<file path="src/rtl/smbblk_pkg.sv">
package smbblk_pkg;

  localparam int BYTE_W = 8;

  typedef enum logic [2:0] {
    BOP_NONE   = 3'd0,
    BOP_START  = 3'd1,
    BOP_RSTART = 3'd2,
    BOP_WRITE  = 3'd3,
    BOP_READ   = 3'd4,
    BOP_STOP   = 3'd5
  } bus_op_e;

  typedef enum logic [1:0] {
    XM_SMB_WR = 2'd0,
    XM_SMB_RD = 2'd1,
    XM_I2C_RD = 2'd2,
    XM_I2C_WR = 2'd3
  } xfer_mode_e;

  typedef enum logic [3:0] {
    ST_IDLE, ST_START, ST_ADDR_W, ST_CMD, ST_CNT_W, ST_DATA_W,
    ST_RSTART, ST_ADDR_R, ST_CNT_R, ST_DATA_R, ST_WAIT_BD, ST_STOP
  } seq_state_e;

  // A block length outside 1..maxl is not accepted
  function automatic logic len_bad(input logic [BYTE_W-1:0] v, input int unsigned maxl);
    return (v == '0) || (32'(v) > maxl);
  endfunction

endpackage

</file>
<file path="src/rtl/smbblk_bytecnt.sv">
module smbblk_bytecnt
  import smbblk_pkg::*;
#(
  parameter int MAXLEN = 32
) (
  input  logic              clk,
  input  logic              rst_n,
  input  logic              clr_i,
  input  logic              inc_i,
  input  logic              tot_ld_i,
  input  logic [BYTE_W-1:0] tot_din_i,
  output logic [BYTE_W-1:0] total_o,
  output logic              reached_o,
  output logic              next_last_o,
  output logic              cap_last_o
);

  localparam int CW = $clog2(MAXLEN + 1);
  localparam logic [CW-1:0] LAST_C = CW'(MAXLEN - 1);

  logic [CW-1:0]     cnt_q, cnt_d;
  logic [BYTE_W-1:0] tot_q, tot_d;
  logic              cnt_en, tot_en;
  logic [BYTE_W:0]   cnt_ext;

  assign cnt_en = clr_i | inc_i;
  assign tot_en = tot_ld_i;

  always_comb begin
    cnt_d = cnt_q;
    if (clr_i)      cnt_d = '0;
    else if (inc_i) cnt_d = cnt_q + 1'b1;
    tot_d = tot_din_i;
  end

  always_ff @(posedge clk or negedge rst_n) begin
    if (!rst_n) begin
      cnt_q <= '0;
      tot_q <= '0;
    end else begin
      if (cnt_en) cnt_q <= cnt_d;
      if (tot_en) tot_q <= tot_d;
    end
  end

  assign cnt_ext     = (BYTE_W+1)'(cnt_q);
  assign total_o     = tot_q;
  assign reached_o   = (cnt_ext == {1'b0, tot_q});
  assign next_last_o = ((cnt_ext + 1'b1) == {1'b0, tot_q});
  assign cap_last_o  = (cnt_q == LAST_C);

endmodule

</file>
<file path="src/rtl/smbblk_flags.sv">
module smbblk_flags (
  input  logic clk,
  input  logic rst_n,
  input  logic bd_set_i,
  input  logic bd_clr_i,
  input  logic last_set_i,
  input  logic end_i,
  output logic byte_done_o,
  output logic last_o
);

  logic bd_q, bd_d, last_q, last_d;
  logic bd_en, last_en;

  assign bd_en   = bd_set_i | bd_clr_i;
  assign last_en = last_set_i | end_i;

  always_comb begin
    bd_d   = bd_set_i;
    last_d = last_set_i;
  end

  always_ff @(posedge clk or negedge rst_n) begin
    if (!rst_n) begin
      bd_q   <= 1'b0;
      last_q <= 1'b0;
    end else begin
      if (bd_en)   bd_q   <= bd_d;
      if (last_en) last_q <= last_d;
    end
  end

  assign byte_done_o = bd_q;
  assign last_o      = last_q;

endmodule

</file>
<file path="src/rtl/smbblk_seq.sv">
module smbblk_seq
  import smbblk_pkg::*;
#(
  parameter int MAXLEN = 32
) (
  input  logic              clk,
  input  logic              rst_n,
  input  logic              start_i,
  input  logic [1:0]        mode_i,
  input  logic [6:0]        addr_i,
  input  logic [BYTE_W-1:0] cmd_i,
  input  logic [BYTE_W-1:0] dat0_i,
  input  logic [BYTE_W-1:0] dat1_i,
  input  logic              blk_wr_i,
  input  logic [BYTE_W-1:0] blk_wdata_i,
  input  logic              bd_q_i,
  input  logic              last_q_i,
  input  logic              reached_i,
  input  logic              next_last_i,
  input  logic              cap_last_i,
  input  logic [BYTE_W-1:0] total_i,
  output logic              bd_set_o,
  output logic              cnt_clr_o,
  output logic              cnt_inc_o,
  output logic              tot_ld_o,
  output logic [BYTE_W-1:0] tot_din_o,
  output logic              end_o,
  output logic              busy_o,
  output logic              intr_o,
  output logic              dev_err_o,
  output logic [BYTE_W-1:0] blk_o,
  output logic              m_req_o,
  output bus_op_e           m_op_o,
  output logic [BYTE_W-1:0] m_wdata_o,
  output logic              m_nak_o,
  input  logic              m_done_i,
  input  logic              m_ack_i,
  input  logic [BYTE_W-1:0] m_rdata_i
);

  seq_state_e        state_q, state_d;
  xfer_mode_e        mode_q, mode_d;
  logic [6:0]        addr_q, addr_d;
  logic [BYTE_W-1:0] cmd_q, cmd_d;
  logic [BYTE_W-1:0] blk_q, blk_d;
  logic              fail_q, fail_d;
  logic              naks_q, naks_d;
  logic              busy_q, busy_d;
  logic              intr_q, intr_d;
  logic              err_q, err_d;
  logic              rd_nak;

  assign rd_nak = last_q_i | cap_last_i | ((mode_q == XM_SMB_RD) & next_last_i);

  always_comb begin
    state_d   = state_q;
    mode_d    = mode_q;
    addr_d    = addr_q;
    cmd_d     = cmd_q;
    fail_d    = fail_q;
    naks_d    = naks_q;
    busy_d    = busy_q;
    intr_d    = intr_q;
    err_d     = err_q;
    blk_d     = blk_wr_i ? blk_wdata_i : blk_q;
    m_req_o   = 1'b0;
    m_op_o    = BOP_NONE;
    m_wdata_o = '0;
    m_nak_o   = 1'b0;
    bd_set_o  = 1'b0;
    cnt_clr_o = 1'b0;
    cnt_inc_o = 1'b0;
    tot_ld_o  = 1'b0;
    tot_din_o = dat0_i;
    end_o     = 1'b0;

    unique case (state_q)
      ST_IDLE: begin
        if (start_i) begin
          intr_d = 1'b0;
          err_d  = 1'b0;
          if ((mode_i == XM_I2C_WR) ||
              ((mode_i == XM_SMB_WR) && len_bad(dat0_i, MAXLEN))) begin
            err_d = 1'b1;
          end else begin
            busy_d    = 1'b1;
            fail_d    = 1'b0;
            naks_d    = 1'b0;
            mode_d    = xfer_mode_e'(mode_i);
            addr_d    = addr_i;
            cmd_d     = (mode_i == XM_I2C_RD) ? dat1_i : cmd_i;
            cnt_clr_o = 1'b1;
            tot_ld_o  = 1'b1;
            state_d   = ST_START;
          end
        end
      end
      ST_START: begin
        m_req_o = 1'b1;
        m_op_o  = BOP_START;
        if (m_done_i) state_d = ST_ADDR_W;
      end
      ST_ADDR_W, ST_CMD, ST_CNT_W, ST_DATA_W, ST_ADDR_R: begin
        m_req_o = 1'b1;
        m_op_o  = BOP_WRITE;
        unique case (state_q)
          ST_ADDR_W: m_wdata_o = {addr_q, 1'b0};
          ST_CMD:    m_wdata_o = cmd_q;
          ST_CNT_W:  m_wdata_o = total_i;
          ST_DATA_W: m_wdata_o = blk_q;
          default:   m_wdata_o = {addr_q, 1'b1};
        endcase
        if (m_done_i) begin
          if (!m_ack_i) begin
            fail_d  = 1'b1;
            state_d = ST_STOP;
          end else begin
            unique case (state_q)
              ST_ADDR_W: state_d = ST_CMD;
              ST_CMD:    state_d = (mode_q == XM_SMB_WR) ? ST_CNT_W : ST_RSTART;
              ST_CNT_W:  state_d = ST_DATA_W;
              ST_DATA_W: begin
                cnt_inc_o = 1'b1;
                bd_set_o  = 1'b1;
                state_d   = ST_WAIT_BD;
              end
              default:   state_d = (mode_q == XM_SMB_RD) ? ST_CNT_R : ST_DATA_R;
            endcase
          end
        end
      end
      ST_RSTART: begin
        m_req_o = 1'b1;
        m_op_o  = BOP_RSTART;
        if (m_done_i) state_d = ST_ADDR_R;
      end
      ST_CNT_R: begin
        m_req_o = 1'b1;
        m_op_o  = BOP_READ;
        if (m_done_i) begin
          tot_ld_o  = 1'b1;
          tot_din_o = m_rdata_i;
          if (len_bad(m_rdata_i, MAXLEN)) begin
            fail_d  = 1'b1;
            state_d = ST_STOP;
          end else begin
            state_d = ST_DATA_R;
          end
        end
      end
      ST_DATA_R: begin
        m_req_o = 1'b1;
        m_op_o  = BOP_READ;
        m_nak_o = rd_nak;
        if (m_done_i) begin
          blk_d     = m_rdata_i;
          cnt_inc_o = 1'b1;
          bd_set_o  = 1'b1;
          naks_d    = rd_nak;
          state_d   = ST_WAIT_BD;
        end
      end
      ST_WAIT_BD: begin
        if (!bd_q_i) begin
          if (mode_q == XM_SMB_WR) state_d = reached_i ? ST_STOP : ST_DATA_W;
          else                     state_d = naks_q ? ST_STOP : ST_DATA_R;
        end
      end
      ST_STOP: begin
        m_req_o = 1'b1;
        m_op_o  = BOP_STOP;
        if (m_done_i) begin
          busy_d  = 1'b0;
          end_o   = 1'b1;
          err_d   = fail_q;
          intr_d  = ~fail_q;
          state_d = ST_IDLE;
        end
      end
      default: state_d = ST_IDLE;
    endcase
  end

  always_ff @(posedge clk or negedge rst_n) begin
    if (!rst_n) begin
      state_q <= ST_IDLE;
      mode_q  <= XM_SMB_WR;
      addr_q  <= '0;
      cmd_q   <= '0;
      blk_q   <= '0;
      fail_q  <= 1'b0;
      naks_q  <= 1'b0;
      busy_q  <= 1'b0;
      intr_q  <= 1'b0;
      err_q   <= 1'b0;
    end else begin
      state_q <= state_d;
      mode_q  <= mode_d;
      addr_q  <= addr_d;
      cmd_q   <= cmd_d;
      blk_q   <= blk_d;
      fail_q  <= fail_d;
      naks_q  <= naks_d;
      busy_q  <= busy_d;
      intr_q  <= intr_d;
      err_q   <= err_d;
    end
  end

  assign busy_o    = busy_q;
  assign intr_o    = intr_q;
  assign dev_err_o = err_q;
  assign blk_o     = blk_q;

endmodule

</file>
<file path="src/rtl/smbblk_engine.sv">
module smbblk_engine
  import smbblk_pkg::*;
#(
  parameter int MAXLEN = 32
) (
  input  logic       clk,
  input  logic       rst_n,
  input  logic       start_i,
  input  logic [1:0] mode_i,
  input  logic [6:0] addr_i,
  input  logic [7:0] cmd_i,
  input  logic [7:0] dat0_i,
  input  logic [7:0] dat1_i,
  input  logic       blk_wr_i,
  input  logic [7:0] blk_wdata_i,
  input  logic       bd_clr_i,
  input  logic       last_byte_i,
  output logic       busy_o,
  output logic       intr_o,
  output logic       dev_err_o,
  output logic       byte_done_o,
  output logic [7:0] blk_rdata_o,
  output logic [7:0] count_o,
  output logic       m_req_o,
  output logic [2:0] m_op_o,
  output logic [7:0] m_wdata_o,
  output logic       m_nak_o,
  input  logic       m_done_i,
  input  logic       m_ack_i,
  input  logic [7:0] m_rdata_i
);

  logic              bd_set, cnt_clr, cnt_inc, tot_ld, end_x;
  logic              bd_q, last_q, reached, next_last, cap_last;
  logic [BYTE_W-1:0] tot_din, total;
  bus_op_e           op;

  smbblk_bytecnt #(.MAXLEN(MAXLEN)) u_cnt (
    .clk(clk), .rst_n(rst_n), .clr_i(cnt_clr), .inc_i(cnt_inc),
    .tot_ld_i(tot_ld), .tot_din_i(tot_din), .total_o(total),
    .reached_o(reached), .next_last_o(next_last), .cap_last_o(cap_last)
  );

  smbblk_flags u_flags (
    .clk(clk), .rst_n(rst_n), .bd_set_i(bd_set), .bd_clr_i(bd_clr_i),
    .last_set_i(last_byte_i), .end_i(end_x),
    .byte_done_o(bd_q), .last_o(last_q)
  );

  smbblk_seq #(.MAXLEN(MAXLEN)) u_seq (
    .clk(clk), .rst_n(rst_n), .start_i(start_i), .mode_i(mode_i),
    .addr_i(addr_i), .cmd_i(cmd_i), .dat0_i(dat0_i), .dat1_i(dat1_i),
    .blk_wr_i(blk_wr_i), .blk_wdata_i(blk_wdata_i),
    .bd_q_i(bd_q), .last_q_i(last_q), .reached_i(reached),
    .next_last_i(next_last), .cap_last_i(cap_last), .total_i(total),
    .bd_set_o(bd_set), .cnt_clr_o(cnt_clr), .cnt_inc_o(cnt_inc),
    .tot_ld_o(tot_ld), .tot_din_o(tot_din), .end_o(end_x),
    .busy_o(busy_o), .intr_o(intr_o), .dev_err_o(dev_err_o),
    .blk_o(blk_rdata_o), .m_req_o(m_req_o), .m_op_o(op),
    .m_wdata_o(m_wdata_o), .m_nak_o(m_nak_o),
    .m_done_i(m_done_i), .m_ack_i(m_ack_i), .m_rdata_i(m_rdata_i)
  );

  assign m_op_o      = op;
  assign byte_done_o = bd_q;
  assign count_o     = total;

endmodule

</file>
<file path="config.mk">
export PLATFORM = sky130hd
export DESIGN_NAME = smbblk_engine
export DESIGN_NICKNAME = d
export VERILOG_FILES = /design/src/rtl/smbblk_pkg.sv /design/src/rtl/smbblk_bytecnt.sv /design/src/rtl/smbblk_flags.sv /design/src/rtl/smbblk_seq.sv /design/src/rtl/smbblk_engine.sv
export SDC_FILE = /design/constraint.sdc
export NUM_CORES = 1
export LEC_CHECK = 0
export BUFFER_PORTS_ARGS = -buffer_cell sky130_fd_sc_hd__buf_2
export CAP_MARGIN = 20
export CORE_MARGIN = 3
export CORE_UTILIZATION = 48
export CTS_CLUSTER_DIAMETER = 80
export DETAILED_ROUTE_END_ITERATION = 6
export PLACE_DENSITY = 0.77
export SLEW_MARGIN = 20
export SYNTH_ARGS = -nofsm -noshare
export SYNTH_HDL_FRONTEND = slang
export SYNTH_HIERARCHICAL = 1
export SYNTH_SLANG_ARGS = --single-unit
</file>
<file path="constraint.sdc">
create_clock -name clk -period 2.4 [get_ports clk]
set_input_delay 0.36 -clock clk [delete_from_list [all_inputs] [get_ports clk]]
set_output_delay 0.36 -clock clk [all_outputs]
set_load 0.02 [all_outputs]
</file>
==> results of run 1 <==
layout by cell type (no fill, tap or decap), drive strengths merged, types with 3 or more instances in the layout:
master and count:
mux2i 20, nand2 35, xnor2 4, or3 3, inv 10, nor2b 5
or4 3, a22oi 15, a21o 4, nor3 19, mux2 26, nand4 3
xor2 10, o21a 3, buf 125, dfrtp 50, clkbuf 5, nor2 20
nand2b 5, o21ai 30, a21oi 14, nor4 4, nand3 4
per-layer routing:
| layer | vias to the layer above | GRT usage | part of all wire |
|---|---|---|---|
| li1 | 1475 | - | - |
| met1 | 1475 | 0.353 | 0.44 |
| met2 | 152 | 0.402 | 0.47 |
| met3 | 11 | 0.0499 | 0.071 |
| met4 | 0 | 0.0837 | 0.014 |
| met5 | - | 0 | 0 |
synth_stat cells, drive strengths merged (3+ instances only):
master	count	area [µm²]
dfrtp	50	1250
nand2	35	131
o21ai	30	150
mux2	26	327
mux2i	20	200
nor2	20	75.1
nor3	19	95.1
a22oi	15	113
buf	15	91.3
a21oi	14	70.1
xor2	10	87.6
inv	8	30.0
clkbuf	5	18.8
nand2b	5	31.3
nor2b	5	31.3
a21o	4	30.0
nand3	4	25.0
nor4	4	31.3
xnor2	4	35.0
nand4	3	18.8
o21a	3	22.5
or3	3	18.8
or4	3	26.3
repair_timing:
item	in CTS	in global routing
gates resized for setup	9	10
buffers inserted	3	1
pin swaps	7	1
setup endpoints to repair	3	8
how the worst min path moves through the flow:
stage | endpoint | from | slack, ps
after global routing | u_seq/addr_q[3]$_DFFE_PN0P_ | rst_n | 10
final | u_seq/state_q[2]$_DFFE_PN0P_ | rst_n | -20
after CTS | u_seq/addr_q[3]$_DFFE_PN0P_ | rst_n | 1
after detailed placement | u_seq/addr_q[3]$_DFFE_PN0P_ | rst_n | 350
after floorplan | u_cnt/cnt_q[0]$_DFFE_PN0P_ | rst_n | 60
after global placement | u_seq/addr_q[3]$_DFFE_PN0P_ | rst_n | 340
state kept, by name, indices dropped and copies added, names as in the netlist:
register,cells
u_cnt/total_o,8
u_seq/blk_o,8
u_seq/cmd_q,8
u_seq/addr_q,7
u_cnt/cnt_q,6
u_seq/state_q,4
u_seq/mode_q,2
u_flags/byte_done_o,1
u_flags/last_o,1
u_seq/busy_o,1
u_seq/dev_err_o,1
u_seq/fail_q,1
u_seq/intr_o,1
u_seq/naks_q,1
power groups by stage:
stage          Clock, mW  Sequential, mW  Combinational [mW]
2_1_floorplan          0            1.63                1.58
3_3_place_gp           0            1.48                2.58
3_5_place_dp           0            1.50                2.63
4_1_cts            0.642            1.48                2.74
5_1_grt            0.681            1.54                3.05
6_report           0.644            1.50                2.83
logic make-up (layout without fill, tap and decap cells):
| logic type | Yosys count | after routing |
|---|---|---|
| buffers and inverters | 29 | 142 |
| xor gates and xnor gates | 14 | 14 |
| AOI/OAI and AO/OA | 90 | 90 |
| and+or+nand+nor | 111 | 111 |
| adders and majority gates | 1 | 1 |
| DFF | 50 | 50 |
| muxes | 46 | 46 |
per-stage QoR:
step / instance area, µm² / util / TNS (ps)
after floorplan: 3220 / - / 0
after global placement: 3900 / 0.607 / -18.9
after detailed placement: 3900 / 0.607 / -79.0
after CTS: 4090 / 0.636 / -437
after global routing: 4120 / 0.642 / -537
final: 4120 / 0.642 / -426
layout make-up:
class,instances,area share
multi-input cells,262,0.457
flip-flops and latches,50,0.304
repair buffers,125,0.179
well taps,77,0.0234
clock buffers,5,0.0167
clock inverters,3,0.0115
inverters,9,0.00820
==> flow_metrics.env, run 1 <==
export IMPL_critical_path_max_fanout=2
export IMPL_power_mw=4.97
export IMPL_antenna_cells=0
export IMPL_die_area_um2=7710
export IMPL_path_buf_inv=1
export IMPL_crit_start="u_cnt/cnt_q[0]$_DFFE_PN0P_"
export IMPL_drc=0
export IMPL_hold_path_class="primary input to asynchronous set/reset pin"
export IMPL_worstSetupPathType="flop to output port"
export IMPL_r2r_start="u_seq/state_q[2]$_DFFE_PN0P_"
export IMPL_cp_arrival_ps=2470
export IMPL_synth_top_family_by_area="compound AO/OA/AOI/OAI gates"
export IMPL_ctsHoldBuffers=0
export IMPL_synthXorXnorAreaFrac=0.0381
export IMPL_setup_violations=1
export IMPL_max_freq_ghz=0.354
export IMPL_required_ps=2040
export IMPL_fillers=509
export IMPL_regArea_um2=1250
export IMPL_max_cap_violations=0
export IMPL_synth_simple_area_share=0.176
export IMPL_clk_latency_ps=320
export IMPL_pin_count=90
export IMPL_ys_warnings_count=6
export IMPL_regToRegSetupSlack_ps=130
export IMPL_reg2reg_to="u_cnt/total_o[3]$_DFFE_PN0P_"
export IMPL_syn_area_um2=3210
export IMPL_clk_path_buf_depth=2
export IMPL_cts_tree="built"
export IMPL_vias=3113
export IMPL_drv_slew=0
export IMPL_dp_hpwl_um=7250
export IMPL_drive_gt1_frac=0.385
export IMPL_wl_um=9730
export IMPL_rsz0062_at_grt="true"
export IMPL_synthDistinctLibCells=61
export IMPL_synthCells=341
export IMPL_synth_async_sr_flop_share=1.00
export IMPL_combPwrFrac=0.569
export IMPL_place_ws_ps=-79.0
export IMPL_worst_ir_drop_vdd_v=0.000616
export IMPL_grt_total_usage=0.255
export IMPL_place_inst=519
export IMPL_synth_seq_area_share=0.389
export IMPL_syn_nets=399
export IMPL_worst_pin_slew_ps=511
export IMPL_antenna_found_initial=0
export IMPL_fin_crit_sh=1.18
export IMPL_ys_flop_type="dfrtp_1"
export IMPL_htreeDepth=2
export IMPL_power_frac_seq=0.301
export IMPL_via_per_inst=5.86
export IMPL_place_gp_congestion=0.903
export IMPL_clkPwrFrac=0.130
export IMPL_path_cells="nand3_2 -> o21a_1 -> or4_4 -> a2111oi_4 -> a311oi_2 -> nor3_2 -> buf_4"
export IMPL_status="finished with violations"
export IMPL_synth_compound_area_share=0.184
export IMPL_ys_ff_latch=50
export IMPL_min_period_ps=2830
export IMPL_crit_family="simple AND/OR/NAND/NOR gates"
export IMPL_finalWorstSetupSlack_ps=-426
export IMPL_grt_first_pass_wirelength_um=15200
export IMPL_cp_endpoint="m_nak_o"
export IMPL_synth_edff_count=0
export IMPL_fin_nets=511
export IMPL_cts_sinks=50
export IMPL_start_util=0.500
export IMPL_port_buffers=89
export IMPL_cts_root_buffer="clkbuf_8"
export IMPL_rr_worst_depth=4
export IMPL_p_leak_nw=1.91
export IMPL_grt_pass1_vias=3051
export IMPL_p_switching_mw=2.23
export IMPL_die_h_um=87.8
export IMPL_critPathMaxStageDelay_ps=520
export IMPL_synthAdderAreaFrac=0.00389
export IMPL_switching_share=0.449
export IMPL_ant_nets=0
export IMPL_synth_area_per_cell_um2=9.43
export IMPL_skew_ps=9.65
export IMPL_hold_viol=19
export IMPL_area_delta_synth_final_pct=28.2
export IMPL_final_cells=531
export IMPL_multi_input_area_um2=1880
export IMPL_violations="negative hold slack, negative setup slack"
export IMPL_first_pass_iters=5
export IMPL_row_count=29
export IMPL_critPathCaptureType="output port"
export IMPL_pwr_density_cell_nw_per_um2=1210
export IMPL_crit_cells=7
export IMPL_design_core_area_um2=6420
export IMPL_cts_buffers=5
export IMPL_clkTransAtPathRegs_ps=100
export IMPL_drt_iter0_drc=239
export IMPL_p_int_mw=2.74
export IMPL_timing_hold_ws_ps=-16.5
export IMPL_synth_area_mux_share=0.164
export IMPL_grt_overflow=0
export IMPL_die_w_um=87.8
export IMPL_slew_limit_headroom=0.655
export IMPL_critPathLaunchType="flop"
export IMPL_cpMaxStageDelayCell="or4_4"
export IMPL_wl_per_cell_um=18.3
export IMPL_grt_max_degree=32
(Power assumes the default switching activity.)
==> run 2: changes to the inputs <==
--- a/config.mk
+++ b/config.mk
@@ -8,12 +8,11 @@
 export BUFFER_PORTS_ARGS = -buffer_cell sky130_fd_sc_hd__buf_2
 export CAP_MARGIN = 20
 export CORE_MARGIN = 3
-export CORE_UTILIZATION = 48
+export CORE_UTILIZATION = 47
 export CTS_CLUSTER_DIAMETER = 80
 export DETAILED_ROUTE_END_ITERATION = 6
-export PLACE_DENSITY = 0.77
+export PLACE_DENSITY = 0.76
 export SLEW_MARGIN = 20
 export SYNTH_ARGS = -nofsm -noshare
 export SYNTH_HDL_FRONTEND = slang
-export SYNTH_HIERARCHICAL = 1
 export SYNTH_SLANG_ARGS = --single-unit
==> run 2 against run 1 <==
The flow now finishes without violations. Worst hold slack better by 27 ps. Global-route usage shrank 1.2 points. Critical path depth did not move. Cell area decreased by 6.0%. Fmax is 22% higher. Flip-flop and latch count unchanged. Largest power group unchanged. Highest routed layer unchanged.
==> flow_metrics.env, run 2 <==
export IMPL_status="finished, final reports clean"
export IMPL_path_cells="ha_4 -> nand3_2 -> xor2_1 -> a32o_1 -> a21oi_1 -> o31ai_2 -> buf_4"
export IMPL_drt_iter0_drc=153
export IMPL_path_buf_inv=1
export IMPL_fin_crit_sh=0.965
export IMPL_synth_seq_area_share=0.403
export IMPL_ys_warnings_count=0
export IMPL_combPwrFrac=0.556
export IMPL_vias=2976
export IMPL_layout_commonest_cell="buf_2"
export IMPL_drc=0
export IMPL_min_period_ps=2320
export IMPL_htreeDepth=2
export IMPL_pwr_density_cell_nw_per_um2=1180
export IMPL_cpMaxStageDelayCell="dfrtp_1"
export IMPL_place_area_um2=3700
export IMPL_syn_nets=407
export IMPL_final_cell_area_um2=3870
export IMPL_clkTransAtPathRegs_ps=90
export IMPL_max_cap_violations=0
export IMPL_grt_pass1_vias=2848
export IMPL_synth_area_per_cell_um2=8.90
export IMPL_crit_family="compound AO/OA/AOI/OAI gates"
export IMPL_cp_arrival_ps=1960
export IMPL_p_leak_nw=1.78
export IMPL_place_gp_congestion=0.895
export IMPL_rsz0062_at_grt="true"
export IMPL_required_ps=2040
export IMPL_ys_flop_type="dfrtp_1"
export IMPL_critPathMaxStageDelay_ps=420
export IMPL_wl_per_cell_um=17.0
export IMPL_grt_overflow=0
export IMPL_die_area_um2=7620
export IMPL_grt_total_usage=0.243
export IMPL_cts_root_buffer="clkbuf_8"
export IMPL_fin_util=0.628
export IMPL_synth_most_common_cell="nor2_1"
export IMPL_p_int_mw=2.48
export IMPL_synth_async_sr_flop_share=1.00
export IMPL_synth_top_cell_by_area="dfrtp_1"
export IMPL_fin_nets=507
export IMPL_design_core_area_um2=6170
export IMPL_switching_share=0.456
export IMPL_antenna_cells=0
export IMPL_synthDistinctLibCells=57
export IMPL_wl_um=8910
export IMPL_first_pass_iters=4
export IMPL_critical_path_max_fanout=6
export IMPL_hold_path_class="primary input to asynchronous set/reset pin"
export IMPL_clk_path_buf_depth=2
export IMPL_cts_buffers=5
export IMPL_timing_hold_ws_ps=10.9
export IMPL_port_buffers=89
export IMPL_die_h_um=87.3
export IMPL_cts_sinks=50
export IMPL_yosys_area_top_type_share=0.403
export IMPL_start_util=0.504
export IMPL_synth_area_leaders="dfrtp_1 40%, mux2i_1 8.1%, nor2_1 7.2%"
export IMPL_setup_violations=0
export IMPL_row_count=28
export IMPL_drive_gt1_frac=0.322
export IMPL_ant_nets=0
export IMPL_p_switching_mw=2.08
export IMPL_layout_common_cells="88 x buf_2, 60 x nor2_1, 47 x dfrtp_1"
export IMPL_area_delta_synth_final_pct=24.7
export IMPL_worst_ir_drop_vdd_v=0.000852
export IMPL_synth_common_cells="60 x nor2_1, 50 x dfrtp_1, 26 x a21oi_1, 26 x nand2_1, 25 x mux2i_1"
export IMPL_die_w_um=87.3
export IMPL_place_ws_ps=17.7
export IMPL_grt_first_pass_wirelength_um=14300
export IMPL_skew_ps=7.12
export IMPL_drv_slew=0
export IMPL_pin_count=90
export IMPL_slew_limit_headroom=0.613
export IMPL_synthCells=349
export IMPL_critPathCaptureType="output port"
export IMPL_cts_tree="built"
export IMPL_max_freq_ghz=0.432
export IMPL_grt_max_degree=29
export IMPL_synth_edff_count=0
export IMPL_ys_ff_latch=50
export IMPL_via_per_inst=5.67
export IMPL_clkPwrFrac=0.107
export IMPL_clk_latency_ps=300
export IMPL_syn_area_um2=3110
export IMPL_dp_hpwl_um=6950
export IMPL_power_frac_seq=0.337
export IMPL_critPathLaunchType="flop"
export IMPL_antenna_found_initial=0
export IMPL_hold_viol=0
export IMPL_worstSetupPathType="flop to output port"
export IMPL_finalWorstSetupSlack_ps=82.8
export IMPL_worst_pin_slew_ps=579
run 2: cell types whose count changed in the layout (fill, tap and decap cells not counted), moves of 8 or more:
cell and delta:
mux2_4 -9, nor3_1 -15, buf_4 -8, nand2_1 -9, nor2_1 +40, a21oi_1 +12
run 2: kinds of logic (layout without fill, tap and decap cells):
logic type | Yosys count | after routing | share of synthesized area
and+or+nand+nor | 130 | 130 | 0.197
xor gates and xnor gates | 16 | 16 | 0.0451
adders and majority gates | 1 | 1 | 0.00403
DFF | 50 | 50 | 0.403
buffers and inverters | 27 | 128 | 0.0463
AOI/OAI and AO/OA | 89 | 89 | 0.184
muxes | 36 | 36 | 0.120
run 2: repair_timing:
| action | 4_1_cts | 5_1_grt |
|---|---|---|
| setup endpoints to repair | 8 | 8 |
| gates resized for setup | 7 | 6 |
| hold buffers | 0 | 0 |
| setup buffers | 1 | 4 |
| pin swaps | 0 | 1 |
run 2: routing by layer:
layer	share of wire	vias to the layer above	global-route usage	wire (µm)
met4	0.016	0	0.0711	146
li1	-	1445	-	-
met1	0.46	1431	0.349	4070
met3	0.049	12	0.0341	440
met5	0	-	0	0
met2	0.48	88	0.380	4250
run 2: final cells by class:
cell class | count | area [µm²]
clock buffer | 6 | 72.6
clock inverter | 2 | 13.8
fill | 540 | 2290
inverter | 5 | 18.8
multi-input combinational | 272 | 1750
sequential | 50 | 1250
tap | 75 | 93.8
timing repair buffer | 115 | 668
run 2: path summary, 6_finish.rpt:
kind	slack [ps]	end	cells after the start	startpoint
min in group clk	240	u_flags.byte_done_o$_DFFE_PN0P_	2	bd_clr_i
max in group asynchronous	1790	u_seq.addr_q[3]$_DFFE_PN0N_	2	rst_n
setup reg to reg	400	u_seq.state_q[3]$_DFFE_PN0P_	7	u_seq.state_q[0]$_DFFE_PN0P_
setup / recovery	80	m_nak_o	7	u_cnt.cnt_q[1]$_DFFE_PN0P_
hold reg to reg	490	u_seq.busy_o$_DFFE_PN0P_	1	u_seq.busy_o$_DFFE_PN0P_
hold / removal	10	u_seq.state_q[0]$_DFFE_PN0P_	1	rst_n
run 2: per-stage QoR:
stage | TNS (ps) | total power [mW] | instances
final | 0 | 4.57 | 525
after CTS | 0 | 4.49 | 521
after global routing | -46.3 | 4.93 | 525
after detailed placement | 0 | 3.97 | 512
after global placement | 0 | 3.90 | 512
after floorplan | 0 | 3.14 | 349
run 2: power by group through the flow:
stage	combinational, mW	sequential (mW)	clock [mW]
floorplan	1.54	1.60	0
global placement	2.37	1.53	0
detailed placement	2.43	1.54	0
CTS	2.47	1.53	0.493
global route	2.81	1.59	0.531
finish	2.54	1.54	0.490
==> run 3: changes to the inputs <==
==> constraint.sdc (replaced) <==
create_clock -name clk -period 2.4 [get_ports clk]
set_input_delay 0.36 -clock clk [delete_from_list [all_inputs] [get_ports clk]]
set_output_delay 0.36 -clock clk [all_outputs]
set_load 0.1 [all_outputs]
==> run 3 against run 2 <==
Clock skew up 1.5 ps. Worst hold slack got worse by 1.9 ps. Cell area is 9.7% higher. Worst setup slack got worse by 73 ps. Non-clock buffer count increased by 1. Wire length up 5.7%. Utilization up 6.1 points. Critical path type unchanged. Largest cell class unchanged.
==> flow_metrics.env, run 3 (synthesis results as in run 2) <==
export IMPL_status="finished, final reports clean"
export IMPL_place_gp_congestion=0.913
export IMPL_worst_pin_slew_ps=613
export IMPL_hold_path_class="primary input to asynchronous set/reset pin"
export IMPL_via_per_inst=5.81
export IMPL_setup_tns_ps=0
export IMPL_clkTransAtPathRegs_ps=90
export IMPL_drt_iter0_drc=140
export IMPL_fillers=504
export IMPL_grt_first_pass_wirelength_um=15300
export IMPL_grt_total_usage=0.257
export IMPL_critPathCaptureType="output port"
export IMPL_port_buffers=89
export IMPL_slew_limit_headroom=0.590
export IMPL_layout_commonest_cell="buf_2"
export IMPL_pin_count=90
export IMPL_path_cells="ha_4 -> inv_2 -> or3_4 -> a211oi_4 -> a21oi_2 -> o31ai_4 -> buf_12"
export IMPL_required_ps=2040
export IMPL_cts_sinks=50
export IMPL_drc=0
export IMPL_critical_path_max_fanout=3
export IMPL_die_h_um=87.3
export IMPL_antenna_cells=0
export IMPL_worstSetupPathType="flop to output port"
export IMPL_vias=3055
export IMPL_max_cap_violations=0
export IMPL_clk_latency_ps=310
export IMPL_ant_nets=0
export IMPL_row_count=28
export IMPL_hold_viol=0
export IMPL_cts_tree="built"
export IMPL_first_pass_iters=4
export IMPL_setup_violations=0
export IMPL_cts_root_buffer="clkbuf_8"
export IMPL_wl_per_cell_um=17.9
export IMPL_layout_common_cells="79 x buf_2, 51 x nor2_1, 42 x dfrtp_1"
export IMPL_drive_gt1_frac=0.397
export IMPL_antenna_found_initial=0
export IMPL_max_freq_ghz=0.418
export IMPL_critPathMaxStageDelay_ps=410
export IMPL_cpMaxStageDelayCell="dfrtp_1"
export IMPL_grt_overflow=0
export IMPL_htreeDepth=2
export IMPL_grt_pass1_vias=3139
export IMPL_area_delta_synth_final_pct=36.8
export IMPL_wl_um=9420
export IMPL_fin_crit_sh=0.996
export IMPL_die_w_um=87.3
export IMPL_start_util=0.504
export IMPL_clk_path_buf_depth=2
export IMPL_drv_slew=0
export IMPL_cts_buffers=5
export IMPL_cp_arrival_ps=2030
export IMPL_rsz0062_at_grt="true"
export IMPL_critPathLaunchType="flop"
export IMPL_fin_nets=508
export IMPL_dp_hpwl_um=7230
export IMPL_design_core_area_um2=6170
export IMPL_skew_ps=8.63
export IMPL_grt_max_degree=32
export IMPL_min_period_ps=2390
export IMPL_die_area_um2=7620
export IMPL_timing_hold_ws_ps=9.08
[run 3: cell count changes in the layout (fill, tap and decap cells not counted), moves of 4 or more]
| cell | delta |
|---|---|
| dfrtp_1 | -5 |
| nor2_4 | +8 |
| a221oi_2 | +7 |
| a221oi_1 | -7 |
| buf_12 | +10 |
| nor2_1 | -9 |
| buf_2 | -9 |
| dfrtp_2 | +4 |
[run 3: final timing paths]
| kind | from | end | slack [ps] | cells after the start |
|---|---|---|---|---|
| worst max-delay path | u_cnt.cnt_q[0]$_DFFE_PN0P_ | m_nak_o | 9 | 7 |
| worst min-delay path | rst_n | u_flags.byte_done_o$_DFFE_PN0P_ | 9 | 2 |
| worst max register to register | u_seq.state_q[0]$_DFFE_PN0P_ | u_seq.state_q[3]$_DFFE_PN0P_ | 260 | 8 |
| worst min register to register | u_flags.last_o$_DFFE_PN0P_ | u_flags.last_o$_DFFE_PN0P_ | 500 | 1 |
| max in group asynchronous | rst_n | u_cnt.total_o[3]$_DFFE_PN0P_ | 2010 | 2 |
| min in group clk | last_byte_i | u_flags.last_o$_DFFE_PN0P_ | 230 | 2 |
[run 3: worst max-delay path, delay by kind of cell (launching register included)]
family                     cells  cell delay (ps)
AOI/OAI and AO/OA              3              550
and+or+nand+nor                1              330
buffers and inverters          2              250
DFF                            1              410
adders and majority gates      1              170
[run 3: cell type report]
type                       count  area (µm²)  share of cell area
multi-input combinational    272        1960               0.460
sequential                    50        1260               0.297
tap                           75        93.8              0.0221
inverter                       5        18.8             0.00442
timing repair buffer         116         827               0.195
clock buffer                   7        86.3              0.0203
clock inverter                 1        5.00             0.00118
[run 3: metal layers]
layer	track usage	share of wire	wire, µm	vias to the layer above
met4	0.0544	0.0054	51	0
li1	-	-	-	1448
met3	0.0416	0.060	567	4
met5	0	0	0	-
met1	0.348	0.43	4030	1491
met2	0.435	0.51	4760	112
[run 3: stage by stage]
step	util	instances	setup slack [ps]	instance area, µm²
after floorplan	-	349	-215	3240
after global placement	0.643	512	0.192	3970
after detailed placement	0.643	512	-16.9	3970
after CTS	0.673	525	0.306	4150
after global routing	0.689	526	-70.9	4250
final	0.689	526	9.42	4250
[run 3: what timing repair did]
action,in CTS,in global routing
pin swaps,3,3
buffers inserted,5,1
hold buffers,0,0
gates resized for setup,13,15
setup endpoints to repair,8,8
Power of run 3 is left out: the tool's default activity adds up to more than one toggle a clock period on the data nets, which glitch-free logic cannot reach.
